==> src/rtl/sflag_pkg.sv <==
// Package: shared types and bit positions for the status flag generator.
// Assumes the flag field is three bits wide inside a larger status register.
package sflag_pkg;

    typedef enum logic [1:0] {
        OPC_ADD   = 2'b00,
        OPC_SUB   = 2'b01,
        OPC_ROT   = 2'b10,
        OPC_LOGIC = 2'b11
    } opc_e;

    localparam int FLAG_W  = 3;
    localparam int FLG_C   = 2;
    localparam int FLG_DC  = 1;
    localparam int FLG_Z   = 0;

    typedef struct packed {
        logic c;
        logic dc;
        logic z;
    } flag_t;

endpackage

==> src/rtl/sflag_arith.sv <==
// Module: carry chain for add and subtract.
// Subtraction is formed as a + ~b + 1, so its carry outputs directly mean
// "no borrow". Assumes DATA_W is even so the nibble boundary sits at DATA_W/2.
module sflag_arith #(
    parameter int DATA_W = 8
) (
    input  logic              is_sub,
    input  logic [DATA_W-1:0] opnd_a,
    input  logic [DATA_W-1:0] opnd_b,
    output logic              carry_out,
    output logic              half_carry
);
    localparam int NIB_W = DATA_W / 2;

    logic [DATA_W-1:0] b_eff;
    logic [DATA_W:0]   chain;

    // Purpose: invert the second operand for subtraction.
    always_comb b_eff = is_sub ? ~opnd_b : opnd_b;

    assign chain[0] = is_sub;

    genvar gi;
    generate
        for (gi = 0; gi < DATA_W; gi++) begin : g_bit
            // Per-bit carry: generate, or propagate the carry coming in.
            assign chain[gi+1] = (opnd_a[gi] & b_eff[gi]) |
                                 ((opnd_a[gi] ^ b_eff[gi]) & chain[gi]);
        end
    endgenerate

    assign carry_out  = chain[DATA_W];
    assign half_carry = chain[NIB_W];

endmodule

==> src/rtl/sflag_rot.sv <==
// Module: selects the bit a rotate-through-carry shifts out of the operand.
// Assumes the left rotate pushes out the MSB and the right rotate the LSB.
module sflag_rot #(
    parameter int DATA_W = 8
) (
    input  logic              rot_left,
    input  logic [DATA_W-1:0] opnd_a,
    output logic              out_bit
);
    // Purpose: pick the end of the operand leaving the word.
    always_comb out_bit = rot_left ? opnd_a[DATA_W-1] : opnd_a[0];
endmodule

==> src/rtl/sflag_zero.sv <==
// Module: zero detect over the accumulator result, built as an OR tree of
// pairs. Assumes DATA_W is a power of two.
module sflag_zero #(
    parameter int DATA_W = 8
) (
    input  logic [DATA_W-1:0] value,
    output logic              is_zero
);
    localparam int LVLS = $clog2(DATA_W);

    logic [DATA_W-1:0] tree [0:LVLS];

    assign tree[0] = value;

    genvar lv, nd;
    generate
        for (lv = 0; lv < LVLS; lv++) begin : g_lvl
            localparam int NODES = DATA_W >> (lv + 1);
            for (nd = 0; nd < NODES; nd++) begin : g_node
                // Purpose: OR one pair from the previous level.
                assign tree[lv+1][nd] = tree[lv][2*nd] | tree[lv][2*nd+1];
            end
            assign tree[lv+1][DATA_W-1:NODES] = '0;
        end
    endgenerate

    assign is_zero = ~tree[LVLS][0];
endmodule

==> src/rtl/sflag_reg.sv <==
// Module: the flag register with its update priority.
// The operation result wins over a software write; a logic or move updates
// only Z. Assumes the inputs are settled before the rising edge.
module sflag_reg
    import sflag_pkg::*;
(
    input  logic              clk,
    input  logic              rst_n,
    input  opc_e              opc,
    input  logic              flag_en,
    input  logic              reg_wr,
    input  flag_t             wr_val,
    input  logic              arith_c,
    input  logic              arith_dc,
    input  logic              rot_c,
    input  logic              zero,
    output flag_t             flags
);
    flag_t nxt;

    // Purpose: choose the next flag value by priority and operation class.
    always_comb begin
        nxt = flags;
        if (flag_en) begin
            nxt.z = zero;
            unique case (opc)
                OPC_ADD, OPC_SUB: begin
                    nxt.c  = arith_c;
                    nxt.dc = arith_dc;
                end
                OPC_ROT:   nxt.c = rot_c;
                OPC_LOGIC: ;
                default:   ;
            endcase
        end else if (reg_wr) begin
            nxt = wr_val;
        end
    end

    // Purpose: hold the flags, cleared by the synchronous reset.
    always_ff @(posedge clk) begin
        if (!rst_n) flags <= '0;
        else        flags <= nxt;
    end
endmodule

==> src/rtl/sflag_unit.sv <==
// Module: top of the ALU status flag generator.
// It takes the operation class, the operands and the result of each
// instruction and keeps {C, DC, Z}. Assumes an 8-bit (or other even,
// power-of-two) accumulator.
module sflag_unit
    import sflag_pkg::*;
#(
    parameter int DATA_W = 8
) (
    input  logic              clk,
    input  logic              rst_n,
    input  logic [1:0]        op_cls,
    input  logic              rot_left,
    input  logic [DATA_W-1:0] opnd_a,
    input  logic [DATA_W-1:0] opnd_b,
    input  logic [DATA_W-1:0] result,
    input  logic              flag_en,
    input  logic              reg_wr,
    input  logic [FLAG_W-1:0] reg_wdata,
    output logic [FLAG_W-1:0] flag_rd
);
    opc_e  opc;
    flag_t wr_val;
    flag_t flags;
    logic  arith_c, arith_dc, rot_c, zero;

    // Purpose: cast the raw ports onto the package types.
    always_comb begin
        opc       = opc_e'(op_cls);
        wr_val.c  = reg_wdata[FLG_C];
        wr_val.dc = reg_wdata[FLG_DC];
        wr_val.z  = reg_wdata[FLG_Z];
    end

    sflag_arith #(.DATA_W(DATA_W)) u_arith (
        .is_sub     (opc == OPC_SUB),
        .opnd_a     (opnd_a),
        .opnd_b     (opnd_b),
        .carry_out  (arith_c),
        .half_carry (arith_dc)
    );

    sflag_rot #(.DATA_W(DATA_W)) u_rot (
        .rot_left (rot_left),
        .opnd_a   (opnd_a),
        .out_bit  (rot_c)
    );

    sflag_zero #(.DATA_W(DATA_W)) u_zero (
        .value   (result),
        .is_zero (zero)
    );

    sflag_reg u_reg (
        .clk      (clk),
        .rst_n    (rst_n),
        .opc      (opc),
        .flag_en  (flag_en),
        .reg_wr   (reg_wr),
        .wr_val   (wr_val),
        .arith_c  (arith_c),
        .arith_dc (arith_dc),
        .rot_c    (rot_c),
        .zero     (zero),
        .flags    (flags)
    );

    // Purpose: drive the read port in the register's bit order.
    always_comb begin
        flag_rd[FLG_C]  = flags.c;
        flag_rd[FLG_DC] = flags.dc;
        flag_rd[FLG_Z]  = flags.z;
    end
endmodule

==> config.mk <==
export PLATFORM = sky130hd
export DESIGN_NAME = sflag_unit
export DESIGN_NICKNAME = d
export VERILOG_FILES = /design/src/rtl/sflag_pkg.sv /design/src/rtl/sflag_arith.sv /design/src/rtl/sflag_rot.sv /design/src/rtl/sflag_zero.sv /design/src/rtl/sflag_reg.sv /design/src/rtl/sflag_unit.sv
export SDC_FILE = /design/constraint.sdc
export NUM_CORES = 1
export LEC_CHECK = 0
export ABC_AREA = 0
export BUFFER_PORTS_ARGS = -buffer_cell sky130_fd_sc_hd__clkbuf_2
export CAP_MARGIN = 15
export CORE_AREA = 2 2 39 41
export DETAILED_ROUTE_END_ITERATION = 16
export DIE_AREA = 0 0 41 43
export GPL_ROUTABILITY_DRIVEN = 0
export PLACE_DENSITY = 0.68
export SYNTH_ARGS = -nofsm -noshare
export SYNTH_HDL_FRONTEND = slang
export SYNTH_SLANG_ARGS = --single-unit
==> constraint.sdc <==
create_clock -name clk -period 2.8 [get_ports clk]
set_clock_uncertainty 0.05 [all_clocks]
set_input_delay 0.42 -clock clk [delete_from_list [all_inputs] [get_ports clk]]
set_output_delay 0.42 -clock clk [all_outputs]
set_load 0.02 [all_outputs]
==> Word level (Yosys, flattened, before mapping) <==
Cells that the tools add are included.
{ "totals": {"regBits": 3, "inputBits": 34, "output_inout_bits": 3, "word_cells": 59} }
{ "op_classes": {"eq_ne": 4, "mux": 6, "bitwise": 41, "reduce_logical": 5} }
{ "op_table": {"columns": ["cell", "n"], "rows": [
  ["$and 1x1->1", 16],
  ["$or 1x1->1", 15],
  ["$mux 8", 1],
  ["$not 8->8", 1],
  ["$xor 1x1->1", 8],
  ["$mux 3", 2],
  ["$reduce_and 2->1", 2],
  ["$ne 3x1->1 const B", 1],
  ["$eq 2x1->1 const B", 1],
  ["$eq 2x2->1 const B", 1],
  ["$logic_not 2->1", 1],
  ["$mux 1", 2],
  ["$ne 2x1->1 const B", 1],
  ["$pmux 1 s2", 1],
  ["$reduce_bool 2->1", 1],
  ["$reduce_or 2->1", 1],
  ["$not 1->1", 1]
]} }

==> Logic depth before layout (Yosys ltp) <==
{ "logic_depth": {"word_depth": 21, "mapped_depth": 8} }

==> Hierarchy <==
From an unflattened synthesis, not the netlist that was laid out.
{ "unflattened": {"cells_unflattened": 54, "hier_area_um2": 481.7} }
{ "modules_own_cells": {"columns": ["mod", "n_inst", "cells_per_inst", "area_per_inst_um2", "seq_area_each_um2"], "rows": [
  ["sflag_arith", 1, 26, 246.5, 0.0],
  ["sflag_reg", 1, 23, 187.7, 60.1],
  ["sflag_zero", 1, 3, 18.8, 0.0],
  ["sflag_rot", 1, 1, 15.0, 0.0],
  ["sflag_unit", 1, 1, 13.8, 0.0]
]} }

==> Worst setup path after synthesis <==
Ideal clock, no wire load.
{ "synth_timing": {"kind": "input port to flip-flop", "start": "in op_cls[1]", "end": "reg u_reg.flags[2] (netlist name)", "setup_time_ns": 0.120, "arrival_ns": 1.821, "required_ns": 2.630, "slack_ns": 0.809, "cell_stages": 8, "cell_sequence": "nand2b_1 buf_2 xnor2_1 ha_1 a21o_1 a211o_1 a211oi_2 o21ai_1"} }
{ "synth_via": {"elab_chain_len": 21} }
{ "synth_rtl": {"columns": ["element", "line", "text"], "rows": [
  ["start: declaration", "sflag_unit.sv:12", "input logic [1:0] op_cls,"],
  ["$eq 2x1->1", "sflag_reg.sv:26, sflag_unit.sv:36", null],
  ["$mux 8", "sflag_arith.sv:19", "always_comb b_eff = is_sub ? ~opnd_b : opnd_b;"],
  ["$xor 1x1->1", "sflag_arith.sv:28", "((opnd_a[gi] ^ b_eff[gi]) & chain[gi]);"],
  ["$and 1x1->1", "sflag_arith.sv:28", null],
  ["$or 1x1->1", "sflag_arith.sv:27", "assign chain[gi+1] = (opnd_a[gi] & b_eff[gi]) |"],
  ["$and 1x1->1", "sflag_arith.sv:28", null],
  ["$or 1x1->1", "sflag_arith.sv:27", null],
  ["$and 1x1->1", "sflag_arith.sv:28", null],
  ["[5 not listed]", null, null],
  ["$and 1x1->1", "sflag_arith.sv:28", null],
  ["$or 1x1->1", "sflag_arith.sv:27", null],
  ["$and 1x1->1", "sflag_arith.sv:28", null],
  ["$or 1x1->1", "sflag_arith.sv:27", null],
  ["$and 1x1->1", "sflag_arith.sv:28", null],
  ["$or 1x1->1", "sflag_arith.sv:27", null],
  ["$pmux 1 s2", "sflag_reg.sv:26", "unique case (opc)"],
  ["$mux 3", "sflag_reg.sv:24", "if (flag_en) begin"]
]} }
Several ways; a longest one is shown, not always the timed one.
A chain may end at the register's enable or synchronous reset.

==> Worst setup path in the final report <==
{ "layout_timing": {"start": "in op_cls[1]", "end": "reg u_reg.flags[2] (netlist name)"} }
{ "layout_via": {"elab_chain_len": 21} }
{ "layout_rtl": {"columns": ["element", "line"], "rows": [
  ["$eq 2x1->1", "sflag_reg.sv:26, sflag_unit.sv:36"],
  ["$mux 8", "sflag_arith.sv:19"],
  ["$xor 1x1->1", "sflag_arith.sv:28"],
  ["$and 1x1->1", "sflag_arith.sv:28"],
  ["$or 1x1->1", "sflag_arith.sv:27"],
  ["$and 1x1->1", "sflag_arith.sv:28"],
  ["$or 1x1->1", "sflag_arith.sv:27"],
  ["$and 1x1->1", "sflag_arith.sv:28"],
  ["[5 not listed]", null],
  ["$and 1x1->1", "sflag_arith.sv:28"],
  ["$or 1x1->1", "sflag_arith.sv:27"],
  ["$and 1x1->1", "sflag_arith.sv:28"],
  ["$or 1x1->1", "sflag_arith.sv:27"],
  ["$and 1x1->1", "sflag_arith.sv:28"],
  ["$or 1x1->1", "sflag_arith.sv:27"],
  ["$pmux 1 s2", "sflag_reg.sv:26"],
  ["$mux 3", "sflag_reg.sv:24"]
]} }
Several ways; a longest one is shown, not always the timed one.

==> impl_metrics.py <==
metrics = {
    "synthesis": {
        "syn_inst": 54,
        "synth_nets": 95,
        "synthesis.area_um2": 442.9,
        "ys_seq_area_share_pct": 13.56,
        "syn_area_per_cell_um2": 8.202,
        "synth_seq_cells": 3,
        "yosysWarnings": 0,
        "yosysUniqueCellTypes": 23,
    },
    "layout": {
        "antenna_cells": 0,
        "drive_gt1_share_pct": 43.48,
        "layout_commonest_cell": "clkbuf_2",
        "fin_util_pct": 47.65,
        "largest_register_ffs": 3,
        "reg.largest.list": "u_reg.flags x3",
        "fillers": 148,
        "final_cell_mix": "36 x clkbuf_2, 7 x xnor2_1, 7 x ha_1",
        "area_growth_pct": 48.87,
        "top_register": "u_reg.flags",
        "finalNetCount": 134,
    },
    "drt": {
        "wl_per_cell_um": 10.19,
        "drt-initial-drc-count": 5,
        "drt_pass1_iterations": 2,
        "route.detailed.drc": 0,
        "avgViaCountPerCell": 5.009,
        "drt-total-wl_um": 1101,
        "ant_nets": 0,
        "vias": 541,
    },
    "floorplanning": {
        "die_area_um2": 1763,
        "die_y_um": 43,
        "row_count": 14,
        "start_util_pct": 32.01,
        "die_x_um": 41,
        "coreArea_um2": 1384,
        "num_io_pins": 37,
    },
    "clock_network": {
        "cts_tree": "built",
        "clk_pin_slew_ps": 40,
        "numCtsBuffers": 3,
        "htreeDepth": 1,
        "hold_buffers": 0,
        "cts_root_buf": "clkbuf_4",
        "cts_sinks": 3,
        "clk_latency_ps": 230,
        "cts_setup_buffers": 0,
        "cts_resized": 0,
        "clk_path_buf_depth": 2,
    },
    "global_route": {
        "antenna_found_initial": 0,
        "grt_use_total_pct": 13.96,
        "grt_start_max_net_pins": 10,
        "grt-ovfl-total": 0,
        "grt_pass1_vias": 468,
        "grt_pass1_wl_um": 1676,
    },
    "timing": {
        "drv_slew": 0,
        "finalSetupViolCount": 0,
        "layout_min_cycle_time_ps": 2039,
        "holdWs_ps": 404.8,
        "rsz0062_at_grt": "false",
        "max_freq_ghz": 0.4904,
        "timing.final.crit_share_pct": 72.82,
        "relSlewSlack_pct": 73.53,
        "hold_viol_final": 0,
        "tightest_slew_ps": 397.0,
        "setup-tns-final_ps": 0,
    },
    "critical_path": {
        "worst_setup_path_start_kind": "input pin",
        "crit_path_end_kind": "flop",
        "cp_max_fo": 7,
        "path_class": "input pin to flop",
        "required_ps": 2870,
        "arrival_ps": 2110,
    },
    "place": {
        "hpwl_um": 980.8,
        "io_buffers": 36,
    },
    "power_and_ir_drop": {
        "p_total_mw": 0.2182,
        "p_leak_nw": 0.3503,
        "p_per_area_nw_per_um2": 330.9,
        "peakVddDrop_mv": 0.1915,
    },
    "run_status": {
        "status": "complete, no violations",
    },
    "min_path": {
        "hold_class": "input pin to flop",
    },
    "flow_run": {
        "cap_viol_max_count": 0,
    },
}
[cell usage after synthesis (all sizes together)]
library cell	instances	area, um^2
a211o	1	8.760
a211oi	1	12.51
a21o	2	15.01
a21oi	2	10.01
a31oi	1	6.260
and2	1	6.260
buf	2	10.01
dfxtp	3	60.06
ha	7	87.58
inv	2	7.510
mux2i	3	30.03
nand2	1	3.750
nand2b	2	12.51
nand3	6	30.03
nand4bb	1	11.26
nor2b	1	6.260
nor3	1	5.000
nor4	2	12.51
o2111ai	1	8.760
o21a	1	7.510
o21ai	6	30.03
xnor2	7	61.31
[metal layers]
| layer | up-vias | GRT usage [%] | wire, um |
|---|---|---|---|
| met5 | - | 0 | 0 |
| met4 | 0 | 8.000 | 0 |
| met3 | 0 | 3.665 | 118 |
| met2 | 32 | 23.13 | 521 |
| met1 | 228 | 14.79 | 461 |
| li1 | 281 | - | - |
[path summary, 6_finish.rpt]
kind                          startpoint                          end  slack, ps  depth (start not counted)
max reg2reg  u_reg.flags[0]$_SDFFE_PN0P_  u_reg.flags[0]$_SDFFE_PN0P_       2000                          3
max                            op_cls[1]  u_reg.flags[2]$_SDFFE_PN0P_        760                          8
min                                rst_n  u_reg.flags[1]$_SDFFE_PN0P_        400                          3
min reg2reg  u_reg.flags[2]$_SDFFE_PN0P_  u_reg.flags[2]$_SDFFE_PN0P_        430                          2
[final cells by class]
| cell class | count | area, um^2 | share of cell area [%] |
|---|---|---|---|
| Tap cell | 16 | 20.02 | 3.036 |
| Inverter | 2 | 7.507 | 1.139 |
| Clock buffer | 4 | 26.28 | 3.985 |
| Sequential cell | 3 | 60.06 | 9.108 |
| Multi-Input combinational cell | 47 | 365.4 | 55.41 |
| Timing Repair Buffer | 36 | 180.2 | 27.32 |
[power by group]
group          switching, mW  internal [mW]  total (mW)
combinational         0.0443         0.0491      0.0934
sequential           0.00191         0.0465      0.0484
clock                 0.0230         0.0535      0.0764
total                 0.0691          0.149       0.218
[worst max-delay path: stages]
cell      delay [ps]
clkbuf_2         110
nand2b_1         320
xnor2_1          220
ha_1             300
a21o_1           180
a211o_1          290
a211oi_2         190
o21ai_1           80
[metrics by stage]
| step | std cells | worst slack (ps) | cell area, um^2 |
|---|---|---|---|
| 2_1_floorplan | 54 | 808.6 | 442.9 |
| 3_3_place_gp | 104 | 549.9 | 633.1 |
| 3_5_place_dp | 104 | 498.7 | 633.1 |
| 4_1_cts | 108 | 740.0 | 659.4 |
| 5_1_grt | 108 | 610.0 | 659.4 |
| 6_report | 108 | 760.9 | 659.4 |
[cell families (layout without fill, tap and decap cells)]
group | count (synthesis) | after routing | synth area share [%]
AOI/OAI and AO/OA | 15 | 15 | 22.32
xor gates and xnor gates | 7 | 7 | 13.84
adders and majority gates | 7 | 7 | 19.77
buffers and inverters | 4 | 42 | 3.956
DFF | 3 | 3 | 13.56
muxes | 3 | 3 | 6.780
and+or+nand+nor | 15 | 15 | 19.77
Note: power is estimated with default switching activity, not from simulation.
